File: src/rtl/spi_node.sv
module spi_node #(
  parameter int DW   = 8,
  parameter int DIVW = 3
) (
  input  logic            clk,
  input  logic            rst_n,
  input  logic            ctl_we,
  input  logic            ctl_master,
  input  logic            ctl_ssm,
  input  logic            ctl_ssi,
  input  logic [DIVW-1:0] ctl_div,
  input  logic            wr_en,
  input  logic [DW-1:0]   wr_data,
  output logic [DW-1:0]   rd_data,
  output logic            busy,
  output logic            done,
  output logic            wr_collide,
  output logic            mode_fault,
  output logic            is_master,
  output logic            sck_o,
  output logic            sck_oe,
  input  logic            sck_i,
  output logic            mosi_o,
  output logic            mosi_oe,
  input  logic            mosi_i,
  output logic            miso_o,
  output logic            miso_oe,
  input  logic            miso_i,
  input  logic            nss_i
);

  localparam int BW = $clog2(DW);
  localparam int CW = (1 << DIVW);

  logic            role_m, ssm_q, ssi_q, fault, active, sck_q, smp;
  logic [DIVW-1:0] div_q;
  logic [DW-1:0]   shreg;
  logic [BW-1:0]   bitcnt;
  logic [CW-1:0]   cnt;
  logic [2:0]      sck_s;
  logic [1:0]      mosi_s, nss_s;

  wire sel_n  = ssm_q ? ssi_q : nss_s[1];
  wire tick   = (cnt == ((CW'(1) << div_q) - CW'(1)));
  wire s_rise = sck_s[1] & ~sck_s[2];
  wire s_fall = ~sck_s[1] & sck_s[2];
  wire last   = (bitcnt == BW'(DW - 1));
  wire [DW-1:0] nxt = {shreg[DW-2:0], smp};

  assign busy       = active;
  assign mode_fault = fault;
  assign is_master  = role_m;
  assign sck_o      = sck_q;
  assign sck_oe     = role_m;
  assign mosi_o     = shreg[DW-1];
  assign mosi_oe    = role_m;
  assign miso_o     = shreg[DW-1];
  assign miso_oe    = ~role_m & ~sel_n;

  always_ff @(posedge clk or negedge rst_n) begin
    if (!rst_n) begin
      role_m <= 1'b0; ssm_q <= 1'b0; ssi_q <= 1'b1; div_q <= '0;
      fault <= 1'b0; active <= 1'b0; sck_q <= 1'b0; smp <= 1'b0;
      shreg <= '0; bitcnt <= '0; cnt <= '0; rd_data <= '0;
      done <= 1'b0; wr_collide <= 1'b0;
      sck_s <= '0; mosi_s <= '0; nss_s <= 2'b11;
    end else begin
      done       <= 1'b0;
      wr_collide <= 1'b0;
      sck_s      <= {sck_s[1:0], sck_i};
      mosi_s     <= {mosi_s[0], mosi_i};
      nss_s      <= {nss_s[0], nss_i};
      if (ctl_we) begin
        role_m <= ctl_master; ssm_q <= ctl_ssm; ssi_q <= ctl_ssi; div_q <= ctl_div;
        fault <= 1'b0; active <= 1'b0; bitcnt <= '0; sck_q <= 1'b0; cnt <= '0;
      end else if (role_m && !sel_n) begin
        fault <= 1'b1; role_m <= 1'b0; active <= 1'b0;
        bitcnt <= '0; sck_q <= 1'b0; cnt <= '0;
      end else begin
        if (wr_en) begin
          if (active) wr_collide <= 1'b1;
          else begin
            shreg <= wr_data;
            if (role_m) begin active <= 1'b1; cnt <= '0; end
          end
        end
        if (role_m && active) begin
          if (tick) begin
            cnt <= '0;
            if (!sck_q) begin
              sck_q <= 1'b1;
              smp   <= miso_i;
            end else begin
              sck_q  <= 1'b0;
              shreg  <= nxt;
              bitcnt <= bitcnt + BW'(1);
              if (last) begin active <= 1'b0; done <= 1'b1; rd_data <= nxt; end
            end
          end else begin
            cnt <= cnt + CW'(1);
          end
        end else if (!role_m) begin
          if (sel_n) begin
            bitcnt <= '0;
            active <= 1'b0;
          end else begin
            if (s_rise) begin smp <= mosi_s[1]; active <= 1'b1; end
            if (s_fall && active) begin
              shreg  <= nxt;
              bitcnt <= bitcnt + BW'(1);
              if (last) begin active <= 1'b0; done <= 1'b1; rd_data <= nxt; end
            end
          end
        end
      end
    end
  end

  a_r2_done_one_cycle: assert property (@(posedge clk) disable iff (!rst_n)
    done |=> !done);
  a_r3_sck_idle_low: assert property (@(posedge clk) disable iff (!rst_n)
    (is_master && !busy) |-> !sck_o);
  a_r6_fault_releases: assert property (@(posedge clk) disable iff (!rst_n)
    mode_fault |-> (!sck_oe && !mosi_oe));
  a_r4_single_driver: assert property (@(posedge clk) disable iff (!rst_n)
    miso_oe |-> !sck_oe);
  a_r8_collide_needs_busy: assert property (@(posedge clk) disable iff (!rst_n)
    wr_collide |-> $past(busy));
  a_r7_deselect_clears: assert property (@(posedge clk) disable iff (!rst_n)
    (!is_master && !miso_oe) |=> (bitcnt == '0));

endmodule

File: config.mk
export PLATFORM = sky130hd
export DESIGN_NAME = spi_node
export DESIGN_NICKNAME = d
export VERILOG_FILES = /design/src/rtl/spi_node.sv
export SDC_FILE = /design/constraint.sdc
export NUM_CORES = 1
export LEC_CHECK = 0
export ABC_AREA = 1
export BUFFER_PORTS_ARGS = -buffer_cell sky130_fd_sc_hd__buf_2
export CELL_PAD_IN_SITES_DETAIL_PLACEMENT = 1
export CELL_PAD_IN_SITES_GLOBAL_PLACEMENT = 2
export CORE_UTILIZATION = 33
export DETAILED_ROUTE_END_ITERATION = 12
export GPL_ROUTABILITY_DRIVEN = 0
export MAX_ROUTING_LAYER = met4
export PLACE_DENSITY_LB_ADDON = 0.1
export SYNTH_ARGS = -nofsm -noshare
export SYNTH_HDL_FRONTEND = slang
export SYNTH_SLANG_ARGS = --single-unit
File: constraint.sdc
create_clock -name clk -period 2.6 [get_ports clk]
set_input_delay 0.52 -clock clk [delete_from_list [all_inputs] [get_ports clk]]
set_output_delay 0.52 -clock clk [all_outputs]
set_load 0.01 [all_outputs]
==> results of run 1 <==
[state kept, by name (all words and copies together) (netlist names), 2 cells and up]
register  flops
cnt           8
rd_data       8
shreg         8
bitcnt        3
div_q         3
sck_s         3
mosi_s        2
nss_s         2
[through the flow]
| stage | instance area [um^2] | total power, mW | utilization | setup slack (ns) |
|---|---|---|---|---|
| after floorplan | 2854 | 1.129 | - | 0.5585 |
| after global placement | 3118 | 1.252 | 0.3757 | 0.2078 |
| after detailed placement | 3118 | 1.261 | 0.3757 | 0.1196 |
| after CTS | 3208 | 1.744 | 0.3866 | 0.1015 |
| after global routing | 3256 | 1.842 | 0.3923 | 0.05236 |
| final | 3256 | 1.710 | 0.3923 | 0.2674 |
[critical path, stage by stage, from the launching register on]
cell and delay [ns]:
dfrtp_2 0.50, nor2_8 0.16, nand2_4 0.06, ha_1 0.27, nand2_1 0.10, nand2_1 0.05
nand2_1 0.07, nand3_2 0.14, nor2_8 0.21, nand3_4 0.18, nand2_4 0.11, nand2_4 0.14
inv_1 0.15, nand2_1 0.06, nand2_1 0.06
[per-layer routing]
metal	track usage	share of wire	up-vias
met4	0.05177	0.013	0
met2	0.3118	0.46	38
li1	-	-	1304
met3	0.02496	0.025	10
met5	-	0	-
met1	0.2644	0.50	1212
[repair_timing]
item	4_1_cts	5_1_grt
endpoints found under the hold margin	0	0
gates resized for setup	0	3
setup buffers	0	5
hold buffers	0	0
setup endpoints to repair	0	9
[area by class of cell]
class / count / share of cell area
multi-input cells: 264 / 0.4270
well taps: 105 / 0.04035
repair buffers: 50 / 0.08839
clock buffers: 8 / 0.02767
flip-flops and latches: 46 / 0.3555
inverters: 53 / 0.06111
[power breakdown]
group / switching, mW / internal, mW / total, mW
Combinational: 0.268 / 0.137 / 0.405
Sequential: 0.0651 / 0.772 / 0.837
Clock: 0.250 / 0.218 / 0.468
[synthesized netlist by cell type, drive strengths merged]
library cell / n
nand3: 17
nand4: 14
nand3b: 1
ha: 4
dfstp: 3
clkbuf: 3
o21ai: 36
buf: 14
inv: 53
nand2: 133
nor3: 4
o31a: 1
a21oi: 12
xnor2: 1
o211ai: 10
nor2: 20
dfrtp: 43
xor2: 4
o22ai: 6
mux2i: 1
[cells by family (layout without fill, tap and decap cells)]
logic type,after synthesis,after routing,synth area share
adder cells (fa/ha/maj),4,4,0.01754
flip-flops,46,46,0.4046
multiplexers,1,1,0.003507
XOR/XNOR,5,5,0.01534
AO/OA/AOI/OAI,65,65,0.1372
AND/OR/NAND/NOR,189,189,0.3108
buffers and inverters,70,111,0.1109
[path summary, 6_finish.rpt]
path                                 startpoint                      to  slack [ns]
hold reg to reg             mosi_s[0]$_DFF_PN0_     mosi_s[1]$_DFF_PN0_        0.35
setup / recovery           div_q[2]$_DFFE_PN0P_  rd_data[0]$_DFFE_PN0P_        0.27
max in group asynchronous                 rst_n      nss_s[0]$_DFF_PN1_        1.77
min in group clk                          nss_i      nss_s[0]$_DFF_PN1_        0.31
setup reg to reg           div_q[2]$_DFFE_PN0P_  rd_data[0]$_DFFE_PN0P_        0.27
hold / removal                            rst_n    div_q[0]$_DFFE_PN0P_        0.20
==> summary.md, run 1 <==
| Metric | Value |
|---|---|
| Outcome | `finished, final reports clean` |
| Gr usage total | `0.1967` |
| Final Setup Violations | `0` |
| Root Buffer | `clkbuf_8` |
| Synth area leader | `dfrtp_1` |
| Routed len/inst | `14.54 um` |
| Yosys top cell area share | `0.3770` |
| GRT overflow | `0` |
| Initial drt markers | `93` |
| Largest net degree at the start of global routing | `28` |
| Cell count after synthesis | `380` |
| Register area share after synthesis | `0.4046` |
| NumNets Final | `446` |
| RSZ-0062 raised after global routing | `false` |
| Worst-margin pin slew | `0.5829 ns` |
| Clk slew on worst S/H paths | `0.09 ns` |
| Multi-input gate area | `1390 um^2` |
| Max clock buf depth | `2` |
| R2R depth | `14` |
| Die width | `95.00 um` |
| Final cell count without fillers | `526` |
| Fin Setup TNS | `0 ns` |
| Mapped Nets | `406` |
| Top area cells in the synthesized netlist | `dfrtp_1, nand2_1, inv_1` |
| Final Slew Violations | `0` |
| Commonest non-fill, non-tap cells in the layout | `nand2_1, inv_1, dfrtp_1, buf_2, o21ai_0` |
| Ant. Diodes | `0` |
| Via Count | `2564` |
| PwrDens | `525.2 nW/um^2` |
| Post-Synthesis Cell Area | `2854 um^2` |
| Post-DRT Antenna Nets | `0` |
| Die area | `9024 um^2` |
| Register Area | `1157 um^2` |
| Tcrit/Tclk final | `0.8972` |
| Area delta synth->final | `14.07%` |
| I/O pin count | `41` |
| Max VDD drop | `0.0002037 V` |
| Startpoint Class | `register` |
| Count of state elements after synthesis | `46` |
| Crit Path Max Fanout | `16` |
| Final Hold Vio Count | `0` |
| Syn_area_per_cell | `7.510 um^2` |
| Std-Cell Rows | `33` |
| Crit end category | `register` |
| Min Clock Period, post-route | `2.333 ns` |
| Layout cell share with drive strength beyond 1 | `0.2233` |
| DRT Pass-1 Iters | `4` |
| First-pass GRT wire length | `13.14 mm` |
| Die height | `95.00 um` |
| Vias in the first global route | `2616` |
| Fillers | `1071` |
| I/O Buffers | `40` |
| HPWL Detailed | `5.708 mm` |
| Worst path required time | `2.85 ns` |
| Avg Vias per Cell | `4.875` |
| Worst-Skew Late Latency | `0.31 ns` |
| Leak pwr | `1.706 nW` |
| Core area | `8299 um^2` |
| Hold_ws | `0.1991 ns` |
| Total Wirelength | `7.650 mm` |
| Fmax | `0.4287 GHz` |
| Placed cell count | `513` |
| Antenna violations before repair | `0` |
| Most common cell after layout, fill and taps aside | `nand2_1` |
| Synth warn | `0` |
| Synth cell types | `32` |
| Clk sinks | `46` |
| Layout Skew | `0.01305 ns` |
| Crit path kind | `reg -> reg` |
| # Max-Cap Violations | `0` |
| Hold crit path type | `in -> async` |
| Starting Density | `0.3439` |
| Clock buffer count from CTS | `5` |
| CTS tree | `yes` |
| Critical Path AT | `2.58 ns` |
| Max H-tree Level | `2` |
| Residual DRC | `0` |
| Worst rel slew slack | `0.6114` |
Note: power is estimated with default switching activity, not from simulation.
==> run 2: changes to the inputs <==
Settings changed: RECOVER_POWER from default to 100.
==> run 2 against run 1 <==
Critical endpoint is now bitcnt[2]$_DFFE_PN0P_. Cell count is the same. Critical path type unchanged. Highest routed layer unchanged. Sequential power is essentially flat. Core utilization shrank 0.93 points. Sequential share of layout area grew 0.87 points.
==> summary.md, run 2 (synthesis gave the netlist of run 1 again) <==
| Metric | Value |
|---|---|
| Critical Path Sink | `bitcnt[2]$_DFFE_PN0P_` |
| Register Area | `1157 um^2 (unchanged)` |
| I/O pin count | `41 (unchanged)` |
| Net load switching power | `0.5790 mW (-0.69%)` |
| Vias in the first global route | `2616 (unchanged)` |
| Min Clock Period, post-route | `2.306 ns (-0.02689 ns)` |
| Crit Path Max Fanout | `11 (-5)` |
| Via Count | `2570 (+0.23%)` |
| Fin Setup TNS | `0 ns (unchanged)` |
| Worst rel slew slack | `0.1392 (-0.4722)` |
| Starting Density | `0.3439 (unchanged)` |
| PwrDens | `534.1 nW/um^2 (+1.7%)` |
| Outcome | `finished, final reports clean` |
| Reg2reg end | `bitcnt[2]$_DFFE_PN0P_` |
| Max VDD drop | `0.0002050 V (+0.60%)` |
| Initial drt markers | `115 (+24%)` |
| Leak pwr | `1.614 nW (-5.4%)` |
| GRT overflow | `0 (unchanged)` |
| Crit end category | `register` |
| Ant. Diodes | `0 (unchanged)` |
| # Max-Cap Violations | `0 (unchanged)` |
| Clk sinks | `46 (unchanged)` |
| Post-route setup slack | `0.2943 ns (+0.02689 ns)` |
| Most common cell after layout, fill and taps aside | `nand2_1` |
| Worst-Skew Late Latency | `0.31 ns (about the same)` |
| Net Sw Frac | `0.3411 (about the same)` |
| Setup crit start | `div_q[0]$_DFFE_PN0P_` |
| RSZ-0062 raised after global routing | `false` |
| Layout Skew | `0.01046 ns (-0.002585 ns)` |
| Root Buffer | `clkbuf_8` |
| Avg Vias per Cell | `4.886 (+0.23%)` |
| Residual DRC | `0 (unchanged)` |
| Commonest non-fill, non-tap cells in the layout | `nand2_1, inv_1, dfrtp_1, o21ai_0, clkbuf_1` |
| Std-Cell Rows | `33 (unchanged)` |
| Worst-margin pin slew | `1.291 ns (+0.7083 ns)` |
| Crit path kind | `reg -> reg` |
| HPWL Detailed | `5.708 mm (unchanged)` |
| Final Setup Violations | `0 (unchanged)` |
| Critical Path AT | `2.50 ns (-0.08 ns)` |
| Fillers | `1079 (+0.75%)` |
| Gr usage total | `0.1967 (unchanged)` |
| Comb pwr share | `0.231 (-0.006)` |
| CTS tree | `yes` |
| Clock power share | `0.275 (+0.002)` |
| I/O Buffers | `40 (unchanged)` |
| Sequential power share | `0.493 (+0.003)` |
| NumNets Final | `446 (unchanged)` |
| Multi-input gate area | `1359 um^2 (-2.3%)` |
| DRT Pass-1 Iters | `4 (unchanged)` |
| Max H-tree Level | `2 (unchanged)` |
| Area delta synth->final | `11.35%` |
| R2R depth | `13 (-1)` |
| Clk slew on worst S/H paths | `0.09 ns (about the same)` |
| Final Hold Vio Count | `0 (unchanged)` |
| Top Registers | `cnt (8), rd_data (8), shreg (8)` |
| Crit Reg-Reg Startpoint | `div_q[0]$_DFFE_PN0P_` |
| Layout cell share with drive strength beyond 1 | `0.1496 (-0.07363)` |
| Startpoint Class | `register` |
| Largest net degree at the start of global routing | `28 (unchanged)` |
| Core area | `8299 um^2 (unchanged)` |
| Routed len/inst | `14.66 um (+0.81%)` |
| Hold crit path type | `in -> reg` |
| Post-DRT Antenna Nets | `0 (unchanged)` |
| Worst path required time | `2.79 ns (-0.06 ns)` |
| First-pass GRT wire length | `13.14 mm (unchanged)` |
| Die height | `95.00 um (unchanged)` |
| Die area | `9024 um^2 (unchanged)` |
| Internal | `1.119 mW (-0.74%)` |
| Fmax | `0.4337 GHz (+1.2%)` |
| Clock buffer count from CTS | `5 (unchanged)` |
| R2R Setup Slk | `0.29 ns (+0.03 ns)` |
| Tcrit/Tclk final | `0.8868 (-0.01034)` |
| Pre-CTS setup slack | `0.1196 ns (unchanged)` |
| Total Wirelength | `7.712 mm (+0.81%)` |
| Die width | `95.00 um (unchanged)` |
| Max clock buf depth | `2 (unchanged)` |
| Antenna violations before repair | `0 (unchanged)` |
| Final Slew Violations | `0 (unchanged)` |
-- run 2: power by group through the flow --
stage	Sequential (mW)	Clock (mW)	Combinational (mW)
final	0.837	0.468	0.393
after global routing	0.850	0.522	0.455
after CTS	0.838	0.495	0.411
after detailed placement	0.852	0	0.409
after global placement	0.850	0	0.401
after floorplan	0.828	0	0.301
-- run 2: critical path, stage by stage (launching register included) --
cell	delay, ns
dfrtp_1	0.40
inv_1	0.24
nand2_4	0.08
ha_1	0.28
nand2_1	0.10
nand2_1	0.05
nand2_1	0.07
nand3_2	0.14
nor2_8	0.21
nand3_4	0.18
nand3_4	0.18
nand3_1	0.14
nand2_1	0.08
nand2_1	0.05
-- run 2: repair_timing --
action                     CTS  global route
hold buffers                 0             0
resized for setup            0             3
setup endpoints to repair    0             9
setup buffers                0             5
-- run 2: worst min-delay path by stage --
| stage | from | slack [ns] | cells past startpoint | to |
|---|---|---|---|---|
| 4_1_cts | rst_n | 0.21 | 1 | div_q[1]$_DFFE_PN0P_ |
| 6_report | nss_i | 0.31 | 1 | nss_s[0]$_DFF_PN1_ |
| 5_1_grt | nss_i | 0.30 | 1 | nss_s[0]$_DFF_PN1_ |
| 3_5_place_dp | mosi_s[0]$_DFF_PN0_ | 0.34 | 0 | mosi_s[1]$_DFF_PN0_ |
| 2_1_floorplan | rst_n | 0.22 | 0 | bitcnt[0]$_DFFE_PN0P_ |
| 3_3_place_gp | mosi_s[0]$_DFF_PN0_ | 0.33 | 0 | mosi_s[1]$_DFF_PN0_ |
-- run 2: final cells by class --
class | instances | area share
multi-input cells | 264 | 0.4276
flip-flops and latches | 46 | 0.3642
repair buffers | 50 | 0.07598
inverters | 53 | 0.06260
well taps | 105 | 0.04134
clock buffers | 8 | 0.02835
-- run 2: stage by stage --
| step | hold WS [ns] | util | std cells | power [mW] | instance area, um^2 |
|---|---|---|---|---|---|
| final | 0.3105 | 0.3829 | 526 | 1.698 | 3178 |
| after floorplan | 0.2244 | - | 380 | 1.129 | 2854 |
| after global routing | 0.2978 | 0.3829 | 526 | 1.826 | 3178 |
| after CTS | 0.2062 | 0.3866 | 521 | 1.744 | 3208 |
| after global placement | 0.3338 | 0.3757 | 513 | 1.252 | 3118 |
| after detailed placement | 0.3365 | 0.3757 | 513 | 1.261 | 3118 |
-- run 2: layer usage --
metal | up-vias | share of wire | GRT usage
met2 | 34 | 0.46 | 0.3118
met1 | 1223 | 0.50 | 0.2644
met5 | - | 0 | -
met4 | 0 | 0.012 | 0.05177
met3 | 10 | 0.024 | 0.02496
li1 | 1303 | - | -
==> run 3: changes to the inputs <==
Settings changed: PLACE_DENSITY from default to 0.77, PLACE_DENSITY_LB_ADDON 0.1 to default.
==> run 3 against run 2 <==
Routed wire length decreased by 3.0%. Cell count decreased by 1.1%. Sequential share of layout area increased by 0.20 points. Flip-flop and latch count unchanged. Combinational power decreased by 1%. Critical path depth increased by 1. Maximum frequency decreased by 1.8%. Non-clock buffer count decreased by 6. Global-route usage decreased by 0.71 points. Clock power increased by 19%. Count of clock-buffer cells in the layout decreased by 3. Via count decreased by 1.1%. Critical endpoint is now bitcnt[0]$_DFFE_PN0P_. Largest power group unchanged. Highest routed layer unchanged.
==> summary.md, run 3 (synthesis gave the netlist of run 1 again) <==
| Metric | Value |
|---|---|
| Worst path depth | `14 (+1)` |
| Total setup buffers inserted after CTS | `0 (unchanged)` |
| Top Registers | `cnt (8), rd_data (8), shreg (8)` |
| Buf/Inv on CP | `1 (unchanged)` |
| Layout Skew | `0.007334 ns (-0.003127 ns)` |
| Area delta synth->final | `10.74%` |
| RSZ-0062 raised after global routing | `false` |
| Residual DRC | `0 (unchanged)` |
| Avg Vias per Cell | `4.888 (about the same)` |
| Clk sinks | `46 (unchanged)` |
| Critical path's top delay family | `simple AND/OR/NAND/NOR gates` |
| First-pass GRT wire length | `12.72 mm (-3.3%)` |
| GRT overflow | `0 (unchanged)` |
| Routed len/inst | `14.38 um (-1.9%)` |
| Tcrit/Tclk final | `0.9028 (+0.01599)` |
| Worst path required time | `2.80 ns (about the same)` |
| Worst-margin pin slew | `1.188 ns (-0.1030 ns)` |
| Core area | `8299 um^2 (unchanged)` |
| Crit path kind | `reg -> reg` |
| Clk slew on worst S/H paths | `0.10 ns (about the same)` |
| Crit Reg-Reg Startpoint | `div_q[2]$_DFFE_PN0P_` |
| Worst-Skew Late Latency | `0.31 ns (about the same)` |
| Fin Setup TNS | `0 ns (unchanged)` |
| Fmax | `0.4260 GHz (-1.8%)` |
| Layout cell share with drive strength beyond 1 | `0.1470 (-0.002656)` |
| DRT Pass-1 Iters | `4 (unchanged)` |
| Die area | `9024 um^2 (unchanged)` |
| Root Buffer | `clkbuf_8` |
| Total Wirelength | `7.477 mm (-3.0%)` |
| Leak pwr | `1.606 nW (-0.46%)` |
| Largest net degree at the start of global routing | `47 (+68%)` |
| R2R Setup Slk | `0.25 ns (-0.04 ns)` |
| PwrDens | `564.3 nW/um^2 (+5.6%)` |
| Critical Path AT | `2.55 ns (+0.05 ns)` |
| Die height | `95.00 um (unchanged)` |
| Worst rel slew slack | `0.2079 (+0.06868)` |
| NumNets Final | `440 (-1.3%)` |
| # Max-Cap Violations | `0 (unchanged)` |
| Most common cell after layout, fill and taps aside | `nand2_1` |
| Crit end category | `register` |
| Post-DRT Antenna Nets | `0 (unchanged)` |
| Final Slew Violations | `0 (unchanged)` |
| Vias in the first global route | `2575 (-1.6%)` |
| Resize count post-CTS | `0 (unchanged)` |
| Setup crit start | `div_q[2]$_DFFE_PN0P_` |
| Critical-path cell list | `nor2_8, nand2_1, ha_1, inv_1, nand2_1, nand3_1, nor2_2, nand2_4, nor2_8, nand3_4, nand3_4, nand3_1, nand2_1, nand2_1` |
| Clock buffer count from CTS | `5 (unchanged)` |
| Initial drt markers | `91 (-21%)` |
| Starting Density | `0.3439 (unchanged)` |
| Antenna violations before repair | `0 (unchanged)` |
| Max H-tree Level | `2 (unchanged)` |
| Final Hold Vio Count | `0 (unchanged)` |
| Reg2reg end | `bitcnt[0]$_DFFE_PN0P_` |
| Min Clock Period, post-route | `2.347 ns (+0.04157 ns)` |
| Critical path's most frequent cell | `nand2_1` |
| Ant. Diodes | `0 (unchanged)` |
| Std-Cell Rows | `33 (unchanged)` |
| Hold crit path type | `in -> reg` |
| Gr usage total | `0.1896 (-0.007122)` |
| Max VDD drop | `0.0002164 V (+5.6%)` |
| Die width | `95.00 um (unchanged)` |
| Outcome | `finished, final reports clean` |
| Hold_ws | `0.3039 ns (-0.006675 ns)` |
| Commonest non-fill, non-tap cells in the layout | `nand2_1, inv_1, dfrtp_1, o21ai_0, buf_2` |
| Crit Path Max Fanout | `13 (+2)` |
| HPWL Detailed | `5.588 mm (-2.1%)` |
| I/O pin count | `41 (unchanged)` |
| Fillers | `1068 (-1.0%)` |
| CTS tree | `yes` |
| I/O Buffers | `40 (unchanged)` |
| Via Count | `2542 (-1.1%)` |
| Critical-path top delay cell | `dfrtp_2` |
| Startpoint Class | `register` |
| Critical Path Sink | `bitcnt[0]$_DFFE_PN0P_` |
| # hold bufs at CTS | `0 (unchanged)` |
| Final Setup Violations | `0 (unchanged)` |
| R2R depth | `14 (+1)` |
| Max clock buf depth | `2 (unchanged)` |
| Worst path max stage delay | `0.50 ns (+0.10 ns)` |
## run 3: how the worst min path moves through the flow
stage,cells after the start,to,start,slack [ns]
floorplan,0,bitcnt[0]$_DFFE_PN0P_,rst_n,0.22
global placement,0,mosi_s[1]$_DFF_PN0_,mosi_s[0]$_DFF_PN0_,0.34
detailed placement,0,sck_s[1]$_DFF_PN0_,sck_s[0]$_DFF_PN0_,0.34
CTS,1,nss_s[0]$_DFF_PN1_,nss_i,0.29
global route,1,nss_s[0]$_DFF_PN1_,nss_i,0.28
finish,1,nss_s[0]$_DFF_PN1_,nss_i,0.30
## run 3: cell type report
class	count	area, um^2	area share
multi-input combinational	264	1359	0.4299
sequential	46	1157	0.3662
timing repair buffer	44	201.4	0.06374
inverter	53	198.9	0.06295
tap	105	131.4	0.04157
clock buffer	5	68.82	0.02177
clock inverter	3	43.79	0.01386
## run 3: worst register-to-register path: stages (launching register included)
cell,delay [ns]
dfrtp_2,0.50
nor2_8,0.16
nand2_1,0.08
ha_1,0.30
inv_1,0.04
nand2_1,0.05
nand3_1,0.07
nor2_2,0.13
nand2_4,0.08
nor2_8,0.16
nand3_4,0.21
nand3_4,0.20
nand3_1,0.14
nand2_1,0.08
nand2_1,0.05
## run 3: where the power goes
part | total (mW) | switching [mW] | internal (mW)
Clock | 0.559 | 0.270 | 0.289
Sequential | 0.836 | 0.0641 | 0.772
Combinational | 0.389 | 0.262 | 0.126
Total | 1.78 | 0.596 | 1.19
## run 3: routing by layer
layer / wire, um / track usage / vias up
li1: - / - / 1290
met1: 3745 / 0.2585 / 1215
met2: 3457 / 0.2968 / 28
met3: 194 / 0.02657 / 9
met4: 80 / 0.04545 / 0
met5: 0 / - / -
## run 3: per-stage QoR
stage	instances	util	total power [mW]	setup slack, ns	cell area (um^2)
floorplan	380	-	1.129	0.5585	2854
global placement	512	0.3733	1.247	0.2120	3098
detailed placement	512	0.3733	1.257	0.08479	3098
CTS	520	0.3869	1.826	0.07747	3211
global route	520	0.3808	1.905	0.04360	3161
finish	520	0.3808	1.784	0.2527	3161
